[src/rtl/sih_pkg.sv]
package sih_pkg;
  localparam int LINES = 2;

  typedef enum logic [1:0] {
    TRIG_OFF  = 2'b00,
    TRIG_FALL = 2'b01,
    TRIG_RISE = 2'b10,
    TRIG_ANY  = 2'b11
  } trig_e;

  typedef struct packed {
    logic hold2;
    logic rd_ack;
  } ctrl_t;

  function automatic int sts_base(input int nb, input int line);
    return 1 + 2 * nb * line;
  endfunction

  function automatic int msk_base(input int nb, input int line);
    return 1 + nb + 2 * nb * line;
  endfunction

  function automatic int trig_base(input int nb);
    return 1 + 4 * nb;
  endfunction
endpackage

[src/rtl/sih_edge_detect.sv]
module sih_edge_detect #(
  parameter int NUM_SRC = 24
) (
  input  logic               clk,
  input  logic               rst_n,
  input  logic [NUM_SRC-1:0] pin,
  input  logic [NUM_SRC-1:0] rise_en,
  input  logic [NUM_SRC-1:0] fall_en,
  output logic [NUM_SRC-1:0] hit
);
  logic [NUM_SRC-1:0] meta_q, sync_q, prev_q;

  always_ff @(posedge clk or negedge rst_n) begin
    if (!rst_n) begin
      meta_q <= '0;
      sync_q <= '0;
      prev_q <= '0;
    end else begin
      meta_q <= pin;
      sync_q <= meta_q;
      prev_q <= sync_q;
    end
  end

  for (genvar i = 0; i < NUM_SRC; i++) begin : g_src
    assign hit[i] = (rise_en[i] & sync_q[i] & ~prev_q[i]) |
                    (fall_en[i] & ~sync_q[i] & prev_q[i]);
  end
endmodule

[src/rtl/sih_line.sv]
module sih_line #(
  parameter  int NUM_SRC = 24,
  localparam int NB      = (NUM_SRC + 7) / 8,
  localparam int PADW    = NB * 8
) (
  input  logic               clk,
  input  logic               rst_n,
  input  logic [NUM_SRC-1:0] hit,
  input  logic [NUM_SRC-1:0] clr,
  input  logic               buf_en,
  input  logic [NB-1:0]      mask_lane,
  input  logic [7:0]         mask_byte,
  output logic [NUM_SRC-1:0] sts,
  output logic [NUM_SRC-1:0] msk,
  output logic [NUM_SRC-1:0] pend,
  output logic               irq_n
);
  logic [PADW-1:0]    msk_q;
  logic [NUM_SRC-1:0] sts_nx, pend_nx;

  always_comb begin
    sts_nx  = (sts & ~clr) | (clr & pend) | hit;
    pend_nx = buf_en ? ((pend & ~clr) | (hit & sts & (~clr | pend))) : '0;
  end

  always_ff @(posedge clk or negedge rst_n) begin
    if (!rst_n) begin
      sts   <= '0;
      pend  <= '0;
      msk_q <= '1;
    end else begin
      sts  <= sts_nx;
      pend <= pend_nx;
      for (int b = 0; b < NB; b++) begin
        if (mask_lane[b]) msk_q[b*8 +: 8] <= mask_byte;
      end
    end
  end

  assign msk   = msk_q[NUM_SRC-1:0];
  assign irq_n = ~|(sts & ~msk);
endmodule

[src/rtl/sih_bank.sv]
module sih_bank #(
  parameter  int NUM_SRC = 24,
  localparam int NB      = (NUM_SRC + 7) / 8,
  localparam int EB      = (NUM_SRC + 3) / 4,
  localparam int ADDR_W  = $clog2(1 + 4 * NB + EB)
) (
  input  logic               clk,
  input  logic               rst_n,
  input  logic [NUM_SRC-1:0] src_in,
  input  logic               wr_en,
  input  logic               rd_en,
  input  logic [ADDR_W-1:0]  addr,
  input  logic [7:0]         wdata,
  output logic               rd_vld,
  output logic [7:0]         rdata,
  output logic [1:0]         irq_n
);
  import sih_pkg::*;

  localparam int PADW = NB * 8;
  localparam int TRIG = trig_base(NB);

  ctrl_t                        ctrl_q;
  logic [EB*8-1:0]              trig_q;
  logic [NUM_SRC-1:0]           rise_en, fall_en, hit, trig_any;
  logic [1:0][NUM_SRC-1:0]      sts_w, msk_w, pend_w, clr_w;
  logic [1:0][PADW-1:0]         sts_pad, msk_pad, clr_pad;
  logic [1:0][NB-1:0]           mask_lane;
  logic [31:0]                  addr_w;
  logic [7:0]                   rd_byte;
  logic                         buf_on;

  assign addr_w = 32'(addr);
  assign buf_on = ctrl_q.hold2;

  for (genvar i = 0; i < NUM_SRC; i++) begin : g_trig
    trig_e sel;
    assign sel         = trig_e'(trig_q[2*i +: 2]);
    assign rise_en[i]  = (sel == TRIG_RISE) || (sel == TRIG_ANY);
    assign fall_en[i]  = (sel == TRIG_FALL) || (sel == TRIG_ANY);
    assign trig_any[i] = rise_en[i] | fall_en[i];
  end

  sih_edge_detect #(.NUM_SRC(NUM_SRC)) u_edge (
    .clk     (clk),
    .rst_n   (rst_n),
    .pin     (src_in),
    .rise_en (rise_en),
    .fall_en (fall_en),
    .hit     (hit)
  );

  for (genvar l = 0; l < LINES; l++) begin : g_line
    assign sts_pad[l] = PADW'(sts_w[l]);
    assign msk_pad[l] = PADW'(msk_w[l]);
    assign clr_w[l]   = clr_pad[l][NUM_SRC-1:0];

    sih_line #(.NUM_SRC(NUM_SRC)) u_line (
      .clk       (clk),
      .rst_n     (rst_n),
      .hit       (hit),
      .clr       (clr_w[l]),
      .buf_en    (buf_on),
      .mask_lane (mask_lane[l]),
      .mask_byte (wdata),
      .sts       (sts_w[l]),
      .msk       (msk_w[l]),
      .pend      (pend_w[l]),
      .irq_n     (irq_n[l])
    );
  end

  // Address decode: acknowledge vectors and mask write lanes per line
  always_comb begin
    clr_pad   = '0;
    mask_lane = '0;
    for (int l = 0; l < LINES; l++) begin
      for (int b = 0; b < NB; b++) begin
        if (addr_w == 32'(sts_base(NB, l) + b)) begin
          if (rd_en && ctrl_q.rd_ack)
            clr_pad[l][b*8 +: 8] = clr_pad[l][b*8 +: 8] | sts_pad[l][b*8 +: 8];
          if (wr_en && !ctrl_q.rd_ack)
            clr_pad[l][b*8 +: 8] = clr_pad[l][b*8 +: 8] | wdata;
        end
        if (wr_en && addr_w == 32'(msk_base(NB, l) + b))
          mask_lane[l][b] = 1'b1;
      end
    end
  end

  always_comb begin
    rd_byte = '0;
    if (addr_w == 32'd0) rd_byte = {6'd0, ctrl_q};
    for (int l = 0; l < LINES; l++) begin
      for (int b = 0; b < NB; b++) begin
        if (addr_w == 32'(sts_base(NB, l) + b)) rd_byte = sts_pad[l][b*8 +: 8];
        if (addr_w == 32'(msk_base(NB, l) + b)) rd_byte = msk_pad[l][b*8 +: 8];
      end
    end
    for (int e = 0; e < EB; e++) begin
      if (addr_w == 32'(TRIG + e)) rd_byte = trig_q[e*8 +: 8];
    end
  end

  always_ff @(posedge clk or negedge rst_n) begin
    if (!rst_n) begin
      ctrl_q <= '0;
      trig_q <= '0;
      rd_vld <= 1'b0;
      rdata  <= '0;
    end else begin
      rd_vld <= rd_en;
      if (rd_en) rdata <= rd_byte;
      if (wr_en) begin
        if (addr_w == 32'd0) ctrl_q <= ctrl_t'(wdata[1:0]);
        for (int e = 0; e < EB; e++) begin
          if (addr_w == 32'(TRIG + e)) trig_q[e*8 +: 8] <= wdata;
        end
      end
    end
  end
endmodule

[config.mk]
export PLATFORM = sky130hd
export DESIGN_NAME = sih_bank
export DESIGN_NICKNAME = d
export VERILOG_FILES = /design/src/rtl/sih_pkg.sv /design/src/rtl/sih_edge_detect.sv /design/src/rtl/sih_line.sv /design/src/rtl/sih_bank.sv
export SDC_FILE = /design/constraint.sdc
export NUM_CORES = 1
export LEC_CHECK = 0
export BUFFER_PORTS_ARGS = -buffer_cell sky130_fd_sc_hd__buf_2
export CORE_AREA = 4 4 149 151
export CTS_BUF_LIST = sky130_fd_sc_hd__clkbuf_2 sky130_fd_sc_hd__clkbuf_4 sky130_fd_sc_hd__clkbuf_8
export DETAILED_ROUTE_END_ITERATION = 10
export DIE_AREA = 0 0 153 155
export PLACE_DENSITY = 0.82
export SLEW_MARGIN = 20
export SYNTH_ARGS = -nofsm -noshare
export SYNTH_HDL_FRONTEND = slang
export SYNTH_SLANG_ARGS = --single-unit
[constraint.sdc]
create_clock -name clk -period 3.4 [get_ports clk]
set_input_delay 0.68 -clock clk [delete_from_list [all_inputs] [get_ports clk]]
set_output_delay 0.68 -clock clk [all_outputs]
set_load 0.01 [all_outputs]
==> After elaboration in Yosys (flattened, before gate mapping) <==
Index checks and enable logic that the tools add are counted.
{ "totals": {"reg_bits": 275, "inputBits": 41, "out_inout_bits": 11} }
{ "op_classes": {"eq_ne": 90, "muxes": 51, "bitwise": 198, "reduce_logical": 69} }
{ "op_table": {"columns": ["operator", "n"], "rows": [
  ["8-bit two-way mux", 42],
  ["24-bit AND", 12],
  ["24-bit OR", 8],
  ["1-bit AND", 96],
  ["2-bit == test, second input constant", 48],
  ["24-bit NOT", 4],
  ["2-bit by 1-bit == test with 1-bit output, second input constant", 24],
  ["1-bit logical OR", 48],
  ["24-bit two-way mux", 2],
  ["1-bit NOT", 48],
  ["8-bit OR", 6],
  ["24-bit OR reduction", 2],
  ["5-bit by 4-bit == test with 1-bit output, second input constant", 8],
  ["32-bit logical NOT", 1],
  ["1-bit OR", 24],
  ["5-bit by 3-bit == test with 1-bit output, second input constant", 4],
  ["5-bit == test, second input constant", 3],
  ["2-bit AND reduction", 7],
  ["5-bit by 2-bit == test with 1-bit output, second input constant", 2],
  ["1-bit logical AND", 8],
  ["1-bit two-way mux", 6],
  ["5-bit by 1-bit == test with 1-bit output, second input constant", 1],
  ["1-bit logical NOT", 3],
  ["2-bit two-way mux", 1]
]} }

==> Longest topological paths before layout <==
Gate-level depths: netlist of run 1.
{ "logic_depth": {"word_depth": 20, "depth_mapped": 8} }

==> Modules after synthesis <==
From an unflattened synthesis of run 1, not the netlist that was laid out.
{ "unflattened": {"cells_unflattened": 1368, "hier_area_um2": 13420.4} }
{ "modules_own_cells": {"columns": ["module", "instances", "cells_per_inst", "area_each_um2", "seq_area_each_um2"], "rows": [
  ["sih_line", 2, 309, 3246.9, 1831.8],
  ["sih_bank", 1, 606, 4792.1, 1476.4],
  ["sih_edge_detect", 1, 144, 2134.5, 1801.7]
]} }

==> Worst setup path before layout of run 1 <==
OpenSTA, ideal clock, no wires.
{ "synth_timing": {"kind": "input to register", "start": "input port addr[2]", "end": "register trig_q[24]", "setup_time_ns": 0.125, "arrival_time_ns": 2.017, "t_required_ns": 3.275, "setup_slack_ns": 1.258, "cell_stages": 5, "n_path_buf": 2, "path_cell_list": "buf_6 -> buf_4 -> nor4b_4 -> nand3_4 -> mux2_4"} }
{ "synth_via": {"elab_chain_cells": 2} }
{ "synth_rtl": {"columns": ["item", "line", "source"], "rows": [
  ["start: declaration", "sih_bank.sv:12", "input logic [ADDR_W-1:0] addr,"],
  ["5-bit == test", "sih_bank.sv:117", "if (addr_w == 32'(TRIG + e)) trig_q[e*8 +: 8] <= wdata;"],
  ["2-bit AND reduction (no source line)", null, null],
  ["end signal: indexed assignment", "sih_bank.sv:117", null],
  ["end: declaration", "sih_bank.sv:24", "logic [EB*8-1:0] trig_q;"]
]} }
Every way passes these cells.
A chain may end at the register's enable or synchronous reset.

==> Final worst setup path of run 1 <==
{ "layout_timing": {"start": "register g_line[0].u_line.msk_q[18]", "end": "output port irq_n[0]"} }
{ "layout_via": {"elab_chain_cells": 4} }
{ "layout_rtl": {"columns": ["item", "line", "source"], "rows": [
  ["start: declaration", "sih_line.sv:18", "logic [PADW-1:0] msk_q;"],
  ["start signal: indexed assignment", "sih_line.sv:35", "if (mask_lane[b]) msk_q[b*8 +: 8] <= mask_byte;"],
  ["24-bit NOT", "sih_line.sv:41", "assign irq_n = ~|(sts & ~msk);"],
  ["24-bit AND", "sih_line.sv:41", null],
  ["24-bit OR reduction", "sih_line.sv:41", null],
  ["1-bit logical NOT", "sih_line.sv:41", null],
  ["end: declaration", "sih_bank.sv:16", "output logic [1:0] irq_n"]
]} }
Every way passes these cells.

==> flow_metrics.py, run 1 <==
metrics = {
    "placement": {
        "placed_cell_area_um2": 13900,
        "dp_hpwl_mm": 33.5,
        "place_inst": 1563,
        "place.gp.congestion": 1.04,
        "port-buffer-count": 51,
        "dp_slack_ns": 0.507,
    },
    "layout": {
        "multi_input_area_um2": 5790,
        "stdcell_area_um2": 14800,
        "antenna_cells": 0,
        "nets": 1375,
        "regArea_um2": 6940,
        "layout_common_cells": "227 x dfrtp_1, 96 x o21ai_0, 84 x mux2_2",
        "fillers": 1524,
        "syn_to_final_growth_pct": 11.3,
        "layout_commonest_cell": "dfrtp_1",
        "instances_no_fill": 1637,
        "drive_gt1_share_pct": 24.9,
    },
    "clocking": {
        "cts_buffers": 44,
        "cts_resized": 0,
        "h-tree-depth": 2,
        "clk_latency_ns": 0.59,
        "cts_tree": "yes",
        "cts_sinks": 275,
        "clock_path_buffers": 3,
        "clk_pin_slew_worst_paths_ns": 0.06,
        "clock-root-buffer": "clkbuf_8",
        "cts_hold_buffers": 0,
        "postCtsSetupRepairBufs": 0,
    },
    "routing": {
        "drc": 0,
        "via_per_inst": 6.91,
        "ant_nets": 0,
        "dr_total_vias": 11300,
        "drt_iter0_drc": 1596,
        "firstDrtPassIters": 6,
        "wl_per_cell_um": 28.6,
        "routed_wirelength_mm": 46.9,
    },
    "pwr": {
        "powerDensity_nw_per_um2": 585,
        "p_leak_nw": 6.34,
        "ir_drop_mv": 0.478,
    },
    "worst_setup_path": {
        "critPathRequiredTime_ns": 2.72,
        "cpPeakStageDelay_ns": 0.53,
        "worst_r2r_endpoint": "g_line[1].u_line.pend[5]$_DFF_PN0_",
        "critPathTopFamily": "compound AO/OA/AOI/OAI gates",
        "crit_chain": "inv_1 -> a22oi_1 -> o221ai_1 -> a2111oi_0 -> and3_1 -> buf_2",
        "worstSetupStartpointType": "register",
        "cp_max_fo": 2,
        "r2r_cells": 6,
        "worstSetupPathType": "register to primary output",
        "crit_buf_inv": 2,
        "critPathSlowestCell": "dfstp_2",
        "crit_path_end_kind": "primary output",
        "critPathArrivalTime_ns": 2.37,
        "r2r-start": "ctrl_q[0]$_DFFE_PN0P_",
        "r2r_setup_slack_ns": 1.05,
    },
    "global_routing": {
        "grt_max_degree": 91,
        "grt_pass1_vias": 11100,
        "antenna_found_initial": 0,
        "grt_overflow": 0,
        "grt_first_pass_wirelength_mm": 70.1,
        "grt_use_total_pct": 39.4,
    },
    "synthesis": {
        "syn_area_um2": 13300,
        "avgSynthCellArea_um2": 10.5,
        "synthesis.nets": 1308,
        "synth-edff-count": 0,
        "yosys.area_share.simple_pct": 13.1,
        "yosysSeqAreaShare_pct": 52.2,
        "synth_cells": 1267,
        "synth_top_family_by_area": "compound AO/OA/AOI/OAI gates",
        "synth_adder_area_share_pct": 0,
        "async_flop_share_pct": 100,
        "ys_warn_count": 0,
        "synth_mux_area_share_pct": 10.6,
        "yosys.area_share.xor_xnor_pct": 0,
        "synth_ff_type": "dfrtp_1",
        "synth.ff_latch_count": 275,
        "yosysUniqueCellTypes": 74,
        "synth_compound_area_share_pct": 19.8,
    },
    "timing": {
        "rsz0062_at_grt": "false",
        "worst_pin_slew_ns": 0.977,
        "final-hold-violation-count": 0,
        "period_needed_ns": 3.05,
        "relSlewSlack_pct": 34.7,
        "postLayoutSetupSlackWorst_ns": 0.353,
        "finalClockSkew_ns": 0.0400,
        "fmax_ghz": 0.328,
        "finalCritPeriodShare_pct": 89.6,
        "maxSlewViolCount": 0,
        "setup-violations-final": 0,
        "fin_setup_tns_ns": 0,
    },
    "run": {
        "max-cap-violations": 0,
    },
    "die": {
        "fp.dieArea_um2": 23700,
        "io_pins": 52,
        "die_w_um": 153,
        "initial_core_util_pct": 63.9,
        "fp.dieH_um": 155,
        "core_area_um2": 20800,
        "rows": 53,
    },
    "hold_path": {
        "hold_path_class": "input port to async pin",
    },
    "run_status": {
        "outcome": "completed",
    },
}
[cell families after synthesis]
group / Yosys count
and+or+nand+nor: 326
AOI/OAI and AO/OA: 418
muxes: 121
DFF: 275
buffers and inverters: 127
[cell usage after synthesis (all sizes together), types with 3 or more instances]
library cell	number	share of area [%]
or3	4	0.19
o21ai	133	5.0
and3	6	0.28
mux2i	17	1.3
o221ai	7	0.46
nor2	77	2.3
buf	37	1.8
mux2	103	9.2
nand2b	17	0.80
nor4	6	0.33
a31oi	6	0.28
o31ai	19	1.1
a222oi	8	0.60
and2	19	0.89
a2111oi	3	0.20
dfstp	48	9.5
nand2	66	1.9
nand4	5	0.24
a22o	3	0.20
nor2b	11	0.52
nand3b	26	1.5
a32oi	3	0.20
o21a	27	1.5
a21oi	82	3.1
a21boi	34	1.9
inv	51	1.4
a22oi	4	0.23
o211ai	4	0.23
dfrtp	227	43
a221oi	6	0.39
nor3b	3	0.28
nand3	11	0.60
o311ai	9	0.59
clkbuf	39	1.1
o22ai	44	2.1
o2111ai	3	0.20
nor3	60	2.3
a211oi	4	0.23
or2	7	0.33
[routing by layer]
| layer | vias to the layer above | routed length [µm] | track usage [%] |
|---|---|---|---|
| met1 | 5602 | 18300 | 54.8 |
| met2 | 759 | 20800 | 59.4 |
| li1 | 4793 | - | - |
| met5 | - | 0 | 0 |
| met4 | 0 | 2550 | 19.1 |
| met3 | 161 | 5140 | 8.54 |
[flip-flops by register name, indices dropped and copies added, names as in the netlist]
signal,cells
g_line.u_line.pend,48
trig_q,48
rdata,8
g_line.u_line.msk,48
g_line.u_line.sts,48
ctrl_q,1
buf_on,1
u_edge.meta_q,24
u_edge.prev_q,24
rd_vld,1
u_edge.sync_q,24
[worst max-delay path by stage]
stage                     slack [ns]                     end                                 start  depth (start not counted)
final                           0.35                irq_n[0]  g_line[0].u_line.msk[18]$_DFFE_PN1P_                          6
after floorplan                 1.26  trig_q[24]$_DFFE_PN0P_                               addr[2]                          5
after global placement          0.51    rdata[1]$_DFFE_PN0P_                               addr[2]                          7
after detailed placement        0.51    rdata[1]$_DFFE_PN0P_                               addr[2]                          7
after global routing            0.22                irq_n[0]  g_line[0].u_line.msk[19]$_DFFE_PN1P_                          6
after CTS                       0.37                irq_n[0]  g_line[0].u_line.msk[18]$_DFFE_PN1P_                          6
[through the flow]
step / util [%] / power [W] / hold WS [ns]
after floorplan: - / 0.00498 / 0.331
after global placement: 66.8 / 0.00563 / 0.332
after detailed placement: 66.8 / 0.00569 / 0.335
after CTS: 71.1 / 0.00862 / 0.149
after global routing: 71.1 / 0.00896 / 0.177
final: 71.1 / 0.00866 / 0.124
[power breakdown]
part           switching [W]  total (W)  internal [W]
logic               0.000854    0.00144      0.000582
clock network        0.00133    0.00294       0.00161
registers           0.000512    0.00428       0.00377
[cell type report]
| type | count | share of cell area [%] |
|---|---|---|
| sequential | 275 | 46.9 |
| inverter | 51 | 1.29 |
| multi-input combinational | 865 | 39.1 |
| clock buffer | 65 | 5.49 |
| tap | 275 | 2.32 |
| clock inverter | 9 | 0.558 |
| timing repair buffer | 97 | 4.38 |
(Power assumes the default switching activity.)
==> run 2: changes to the inputs <==
--- a/config.mk
+++ b/config.mk
@@ -6,11 +6,13 @@
 export NUM_CORES = 1
 export LEC_CHECK = 0
 export BUFFER_PORTS_ARGS = -buffer_cell sky130_fd_sc_hd__buf_2
-export CORE_AREA = 4 4 149 151
+export CELL_PAD_IN_SITES_DETAIL_PLACEMENT = 1
+export CELL_PAD_IN_SITES_GLOBAL_PLACEMENT = 2
+export CORE_AREA = 4 4 176 178
 export CTS_BUF_LIST = sky130_fd_sc_hd__clkbuf_2 sky130_fd_sc_hd__clkbuf_4 sky130_fd_sc_hd__clkbuf_8
 export DETAILED_ROUTE_END_ITERATION = 10
-export DIE_AREA = 0 0 153 155
-export PLACE_DENSITY = 0.82
+export DIE_AREA = 0 0 180 182
+export PLACE_DENSITY_LB_ADDON = 0.1
 export SLEW_MARGIN = 20
 export SYNTH_ARGS = -nofsm -noshare
 export SYNTH_HDL_FRONTEND = slang
==> run 2 against run 1 <==
  * Power increased by 8.8%
  * Via count shrank 1.6%
  * Clock power rose by 25%
  * Final cell count up 8.4%
  * Routed wire length rose by 9.8%
  * Sequential power barely moved
  * Worst setup slack lost 0.15 ns
  * Register-to-register slack lost 0.07 ns
  * Final area up 3.2%
  * Flip-flop and latch count did not move
  * Combinational power about the same
  * Utilization down 19 points
  * Critical endpoint unchanged
  * Largest power group unchanged
==> flow_metrics.py, run 2 (synthesized netlist as in run 1, its figures left out) <==
metrics = {
    "placement": {
        "place_inst": 1684,
        "dp_hpwl_mm": 36.7,
        "port-buffer-count": 51,
        "place.gp.congestion": 0.994,
    },
    "worst_setup_path": {
        "critPathTopFamily": "compound AO/OA/AOI/OAI gates",
        "critPathRequiredTime_ns": 2.72,
        "critPathSlowestCell": "dfstp_2",
        "worstSetupPathType": "register to primary output",
        "crit_path_end_kind": "primary output",
        "critPathArrivalTime_ns": 2.52,
        "crit_buf_inv": 2,
        "worst_r2r_endpoint": "g_line[1].u_line.pend[4]$_DFF_PN0_",
        "worstSetupStartpointType": "register",
        "crit_chain": "inv_1 -> a22oi_1 -> o221ai_1 -> a2111oi_0 -> and3_1 -> buf_2",
        "r2r_setup_slack_ns": 0.98,
        "r2r_cells": 4,
        "cp_max_fo": 2,
        "r2r-start": "ctrl_q[0]$_DFFE_PN0P_",
        "cpPeakStageDelay_ns": 0.52,
    },
    "clocking": {
        "cts_buffers": 48,
        "clk_latency_ns": 0.60,
        "cts_tree": "yes",
        "h-tree-depth": 2,
        "clock-root-buffer": "clkbuf_8",
        "postCtsSetupRepairBufs": 0,
        "cts_sinks": 275,
        "cts_hold_buffers": 0,
        "cts_resized": 0,
        "clk_pin_slew_worst_paths_ns": 0.06,
        "clock_path_buffers": 3,
    },
    "layout": {
        "drive_gt1_share_pct": 26.0,
        "layout_common_cells": "227 x dfrtp_1, 96 x o21ai_0, 84 x mux2_2",
        "syn_to_final_growth_pct": 14.9,
        "final_util_pct": 52.0,
        "layout_commonest_cell": "dfrtp_1",
        "instances_no_fill": 1774,
        "nets": 1385,
        "regArea_um2": 6940,
        "fillers": 3199,
        "multi_input_area_um2": 5790,
    },
    "routing": {
        "via_per_inst": 6.28,
        "dr_total_vias": 11100,
        "firstDrtPassIters": 8,
        "routed_wirelength_mm": 51.5,
        "drt_iter0_drc": 1187,
        "ant_nets": 0,
        "wl_per_cell_um": 29.0,
        "drc": 0,
    },
    "run": {
        "max-cap-violations": 0,
    },
    "global_routing": {
        "grt_max_degree": 91,
        "antenna_found_initial": 2,
        "grt_use_total_pct": 31.0,
        "grt_first_pass_wirelength_mm": 75.9,
        "grt_overflow": 0,
        "grt_pass1_vias": 11300,
    },
    "timing": {
        "fmax_ghz": 0.313,
        "period_needed_ns": 3.20,
        "setup-violations-final": 0,
        "finalCritPeriodShare_pct": 94.0,
        "final-hold-violation-count": 0,
        "fin_setup_tns_ns": 0,
        "worst_pin_slew_ns": 1.17,
        "relSlewSlack_pct": 21.4,
        "maxSlewViolCount": 0,
        "finalClockSkew_ns": 0.0228,
        "whs_ns": 0.0687,
        "rsz0062_at_grt": "false",
    },
    "pwr": {
        "powerDensity_nw_per_um2": 616,
        "p_leak_nw": 6.51,
        "ir_drop_mv": 0.442,
    },
    "run_status": {
        "outcome": "completed",
    },
    "hold_path": {
        "hold_path_class": "input port to async pin",
    },
    "die": {
        "rows": 63,
        "fp.dieArea_um2": 32800,
        "initial_core_util_pct": 45.3,
        "die_w_um": 180,
        "io_pins": 52,
        "core_area_um2": 29400,
        "fp.dieH_um": 182,
    },
}
-- run 2: cell count changes in the layout (fill, tap and decap cells not counted), sizes merged --
cell,before,now
clkinv,5,4
buf,97,103
diode,0,1
bufinv,1,5
clkbuf,65,77
-- run 2: power breakdown --
group | internal [W] | total, W | switching [W] | leakage [nW]
combinational | 0.000592 | 0.00147 | 0.000880 | 2.70
sequential | 0.00377 | 0.00427 | 0.000498 | 3.20
clock | 0.00220 | 0.00368 | 0.00148 | 0.617
-- run 2: how the worst max path moves through the flow --
stage | from | endpoint | depth (start not counted)
5_1_grt | g_line[0].u_line.msk[18]$_DFFE_PN1P_ | irq_n[0] | 6
3_3_place_gp | addr[0] | rdata[4]$_DFFE_PN0P_ | 6
6_report | g_line[0].u_line.msk[18]$_DFFE_PN1P_ | irq_n[0] | 6
3_5_place_dp | addr[2] | g_line[0].u_line.pend[5]$_DFF_PN0_ | 5
2_1_floorplan | addr[2] | trig_q[24]$_DFFE_PN0P_ | 5
4_1_cts | g_line[0].u_line.msk[19]$_DFFE_PN1P_ | irq_n[0] | 6
-- run 2: per-stage QoR --
stage	total power [W]	area (µm²)	worst slack (ns)
2_1_floorplan	0.00498	13300	1.26
3_3_place_gp	0.00570	14100	0.524
3_5_place_dp	0.00575	14100	0.581
4_1_cts	0.00945	15300	0.101
5_1_grt	0.00980	15300	0.0866
6_report	0.00942	15300	0.204
-- run 2: cell type report --
cell class,count,share of cell area (%)
Clock inverter,12,1.41
Inverter,51,1.25
Multi-Input combinational cell,865,37.9
Clock buffer,77,6.32
Tap cell,390,3.19
Timing Repair Buffer,103,4.53
Sequential cell,275,45.4
Antenna cell,1,0.0164
-- run 2: routing by layer --
| metal | part of all wire, % | GRT usage, % | routed length [µm] |
|---|---|---|---|
| met1 | 44 | 43.8 | 22800 |
| met5 | 0 | 0 | 0 |
| met3 | 6.8 | 6.29 | 3500 |
| met2 | 45 | 47.1 | 23000 |
| met4 | 4.4 | 12.2 | 2240 |
==> run 3: changes to the inputs <==
--- a/config.mk
+++ b/config.mk
@@ -8,10 +8,10 @@
 export BUFFER_PORTS_ARGS = -buffer_cell sky130_fd_sc_hd__buf_2
 export CELL_PAD_IN_SITES_DETAIL_PLACEMENT = 1
 export CELL_PAD_IN_SITES_GLOBAL_PLACEMENT = 2
-export CORE_AREA = 4 4 176 178
+export CORE_AREA = 4 4 181 183
 export CTS_BUF_LIST = sky130_fd_sc_hd__clkbuf_2 sky130_fd_sc_hd__clkbuf_4 sky130_fd_sc_hd__clkbuf_8
 export DETAILED_ROUTE_END_ITERATION = 10
-export DIE_AREA = 0 0 180 182
+export DIE_AREA = 0 0 185 187
 export PLACE_DENSITY_LB_ADDON = 0.1
 export SLEW_MARGIN = 20
 export SYNTH_ARGS = -nofsm -noshare
==> constraint.sdc (replaced) <==
create_clock -name clk -period 3.32 [get_ports clk]
set_input_delay 0.664 -clock clk [delete_from_list [all_inputs] [get_ports clk]]
set_output_delay 0.664 -clock clk [all_outputs]
set_load 0.01 [all_outputs]
==> run 3 against run 2 <==
  * Sequential power increased by 3%
  * Clock skew shrank 0.0071 ns
  * Largest cell class unchanged
  * Final area fell by 0.13%
==> flow_metrics.py, run 3 (synthesized netlist as in run 1, its figures left out) <==
metrics = {
    "run_status": {
        "outcome": "completed",
    },
    "pwr": {
        "intPower_w": 0.00650,
        "clkPwrFrac_pct": 37.4,
        "ir_drop_mv": 0.430,
        "powerDensity_nw_per_um2": 616,
        "sw_frac_of_total_pct": 31.0,
        "p_comb_share_pct": 15.9,
        "p_leak_nw": 6.51,
        "switching_power_w": 0.00291,
        "pwr-share-seq_pct": 46.7,
    },
    "layout": {
        "syn_to_final_growth_pct": 14.8,
        "layout_commonest_cell": "dfrtp_1",
        "final_util_pct": 48.9,
        "layout_common_cells": "227 x dfrtp_1, 96 x o21ai_0, 84 x mux2_2",
        "drive_gt1_share_pct": 26.5,
        "nets": 1392,
    },
    "clocking": {
        "cts_sinks": 275,
        "clock_path_buffers": 3,
        "clk_pin_slew_worst_paths_ns": 0.06,
        "clock-root-buffer": "clkbuf_8",
        "cts_buffers": 49,
        "h-tree-depth": 2,
        "postCtsSetupRepairBufs": 0,
        "clk_latency_ns": 0.61,
        "cts_tree": "yes",
    },
    "global_routing": {
        "grt_use_total_pct": 29.9,
        "antenna_found_initial": 0,
        "grt_max_degree": 83,
        "grt_overflow": 0,
        "grt_pass1_vias": 11500,
        "grt_first_pass_wirelength_mm": 76.8,
    },
    "worst_setup_path": {
        "worst_r2r_endpoint": "g_line[1].u_line.pend[5]$_DFF_PN0_",
        "worstSetupStartpointType": "register",
        "crit_path_end_kind": "primary output",
        "r2r_setup_slack_ns": 0.92,
        "critPathSlowestCell": "dfstp_2",
        "worstSetupPathType": "register to primary output",
        "critPathRequiredTime_ns": 2.66,
        "r2r_cells": 4,
        "critPathArrivalTime_ns": 2.42,
        "crit_chain": "inv_1 -> a22oi_1 -> o221ai_1 -> a2111oi_1 -> and3_1 -> buf_2",
        "r2r-start": "ctrl_q[0]$_DFFE_PN0P_",
        "cpPeakStageDelay_ns": 0.53,
        "cp_max_fo": 2,
        "startpoint": "g_line[0].u_line.msk[19]$_DFFE_PN1P_",
        "endpoint": "irq_n[0]",
    },
    "routing": {
        "drc": 0,
        "firstDrtPassIters": 7,
        "wl_per_cell_um": 29.0,
        "routed_wirelength_mm": 52.0,
        "ant_nets": 0,
        "dr_total_vias": 11100,
        "drt_iter0_drc": 997,
        "via_per_inst": 6.17,
    },
    "die": {
        "fp.dieArea_um2": 34600,
        "fp.dieH_um": 187,
        "initial_core_util_pct": 42.6,
        "rows": 65,
        "die_w_um": 185,
        "io_pins": 52,
        "core_area_um2": 31200,
    },
    "timing": {
        "final-hold-violation-count": 0,
        "maxSlewViolCount": 0,
        "finalCritPeriodShare_pct": 92.9,
        "postLayoutSetupSlackWorst_ns": 0.237,
        "rsz0062_at_grt": "false",
        "period_needed_ns": 3.08,
        "fmax_ghz": 0.324,
        "relSlewSlack_pct": 34.6,
        "setup-violations-final": 0,
        "fin_setup_tns_ns": 0,
        "worst_pin_slew_ns": 0.977,
        "finalClockSkew_ns": 0.0157,
    },
    "placement": {
        "place.gp.congestion": 0.993,
        "dp_hpwl_mm": 37.5,
        "port-buffer-count": 51,
        "dp_slack_ns": 0.337,
    },
    "hold_path": {
        "hold_path_class": "input port to async pin",
    },
    "run": {
        "max-cap-violations": 0,
    },
}
-- run 3: changes by cell type in the layout (fill, tap and decap cells not counted), sizes merged --
| cell | previous run | this run |
|---|---|---|
| buf | 103 | 109 |
| clkinvlp | 1 | 0 |
| bufinv | 5 | 1 |
| inv | 53 | 54 |
| clkbuf | 77 | 84 |
| clkinv | 4 | 2 |
-- run 3: power by group through the flow --
stage                     combinational (W)  sequential (W)  clock, W
after floorplan                    0.000946         0.00416         0
after global routing                0.00162         0.00443   0.00377
after CTS                           0.00149         0.00438   0.00361
after detailed placement            0.00148         0.00443         0
final                               0.00150         0.00439   0.00352
after global placement              0.00144         0.00442         0
-- run 3: how the worst min path moves through the flow --
stage,to,slack (ns),cells after the start
6_report,g_line[1].u_line.pend[11]$_DFF_PN0_,0.06,1
5_1_grt,g_line[0].u_line.sts[6]$_DFF_PN0_,0.08,1
4_1_cts,g_line[0].u_line.sts[6]$_DFF_PN0_,0.06,1
3_5_place_dp,u_edge.sync_q[8]$_DFF_PN0_,0.34,0
3_3_place_gp,u_edge.sync_q[22]$_DFF_PN0_,0.33,0
2_1_floorplan,u_edge.sync_q[0]$_DFF_PN0_,0.33,0
-- run 3: final cells by class --
cell class | instances | area [µm²]
antenna | 1 | 2.50
clock buffer | 84 | 1020
timing repair buffer | 109 | 738
clock inverter | 6 | 73.8
sequential | 275 | 6940
tap | 402 | 503
inverter | 51 | 191
fill | 3448 | 16000
multi-input combinational | 865 | 5790
-- run 3: per-layer routing --
layer | global-route usage, % | vias up | share of wire [%]
met4 | 8.33 | 0 | 3.0
met2 | 47.2 | 405 | 46
met1 | 42.8 | 5748 | 44
met5 | 0 | - | 0
li1 | - | 4814 | -
met3 | 4.88 | 92 | 6.6
-- run 3: what timing repair did --
item,CTS,global route
hold buffers,0,0
resized for setup,0,1
endpoints found under the setup margin,0,1
-- run 3: critical path: cells and delay by family (launching register included) --
family	cells	cell delay, ns
compound gates	3	0.77
simple gates	1	0.29
buf+inv	2	0.23
flops	1	0.53
-- run 3: metrics by stage --
step	instances	power, W	area (µm²)	hold slack (ns)
after floorplan	1267	0.00510	13300	0.331
after global placement	1702	0.00586	14200	0.332
after detailed placement	1702	0.00591	14200	0.336
after CTS	1792	0.00947	15300	0.0615
after global routing	1792	0.00981	15300	0.0755
final	1793	0.00941	15300	0.0557
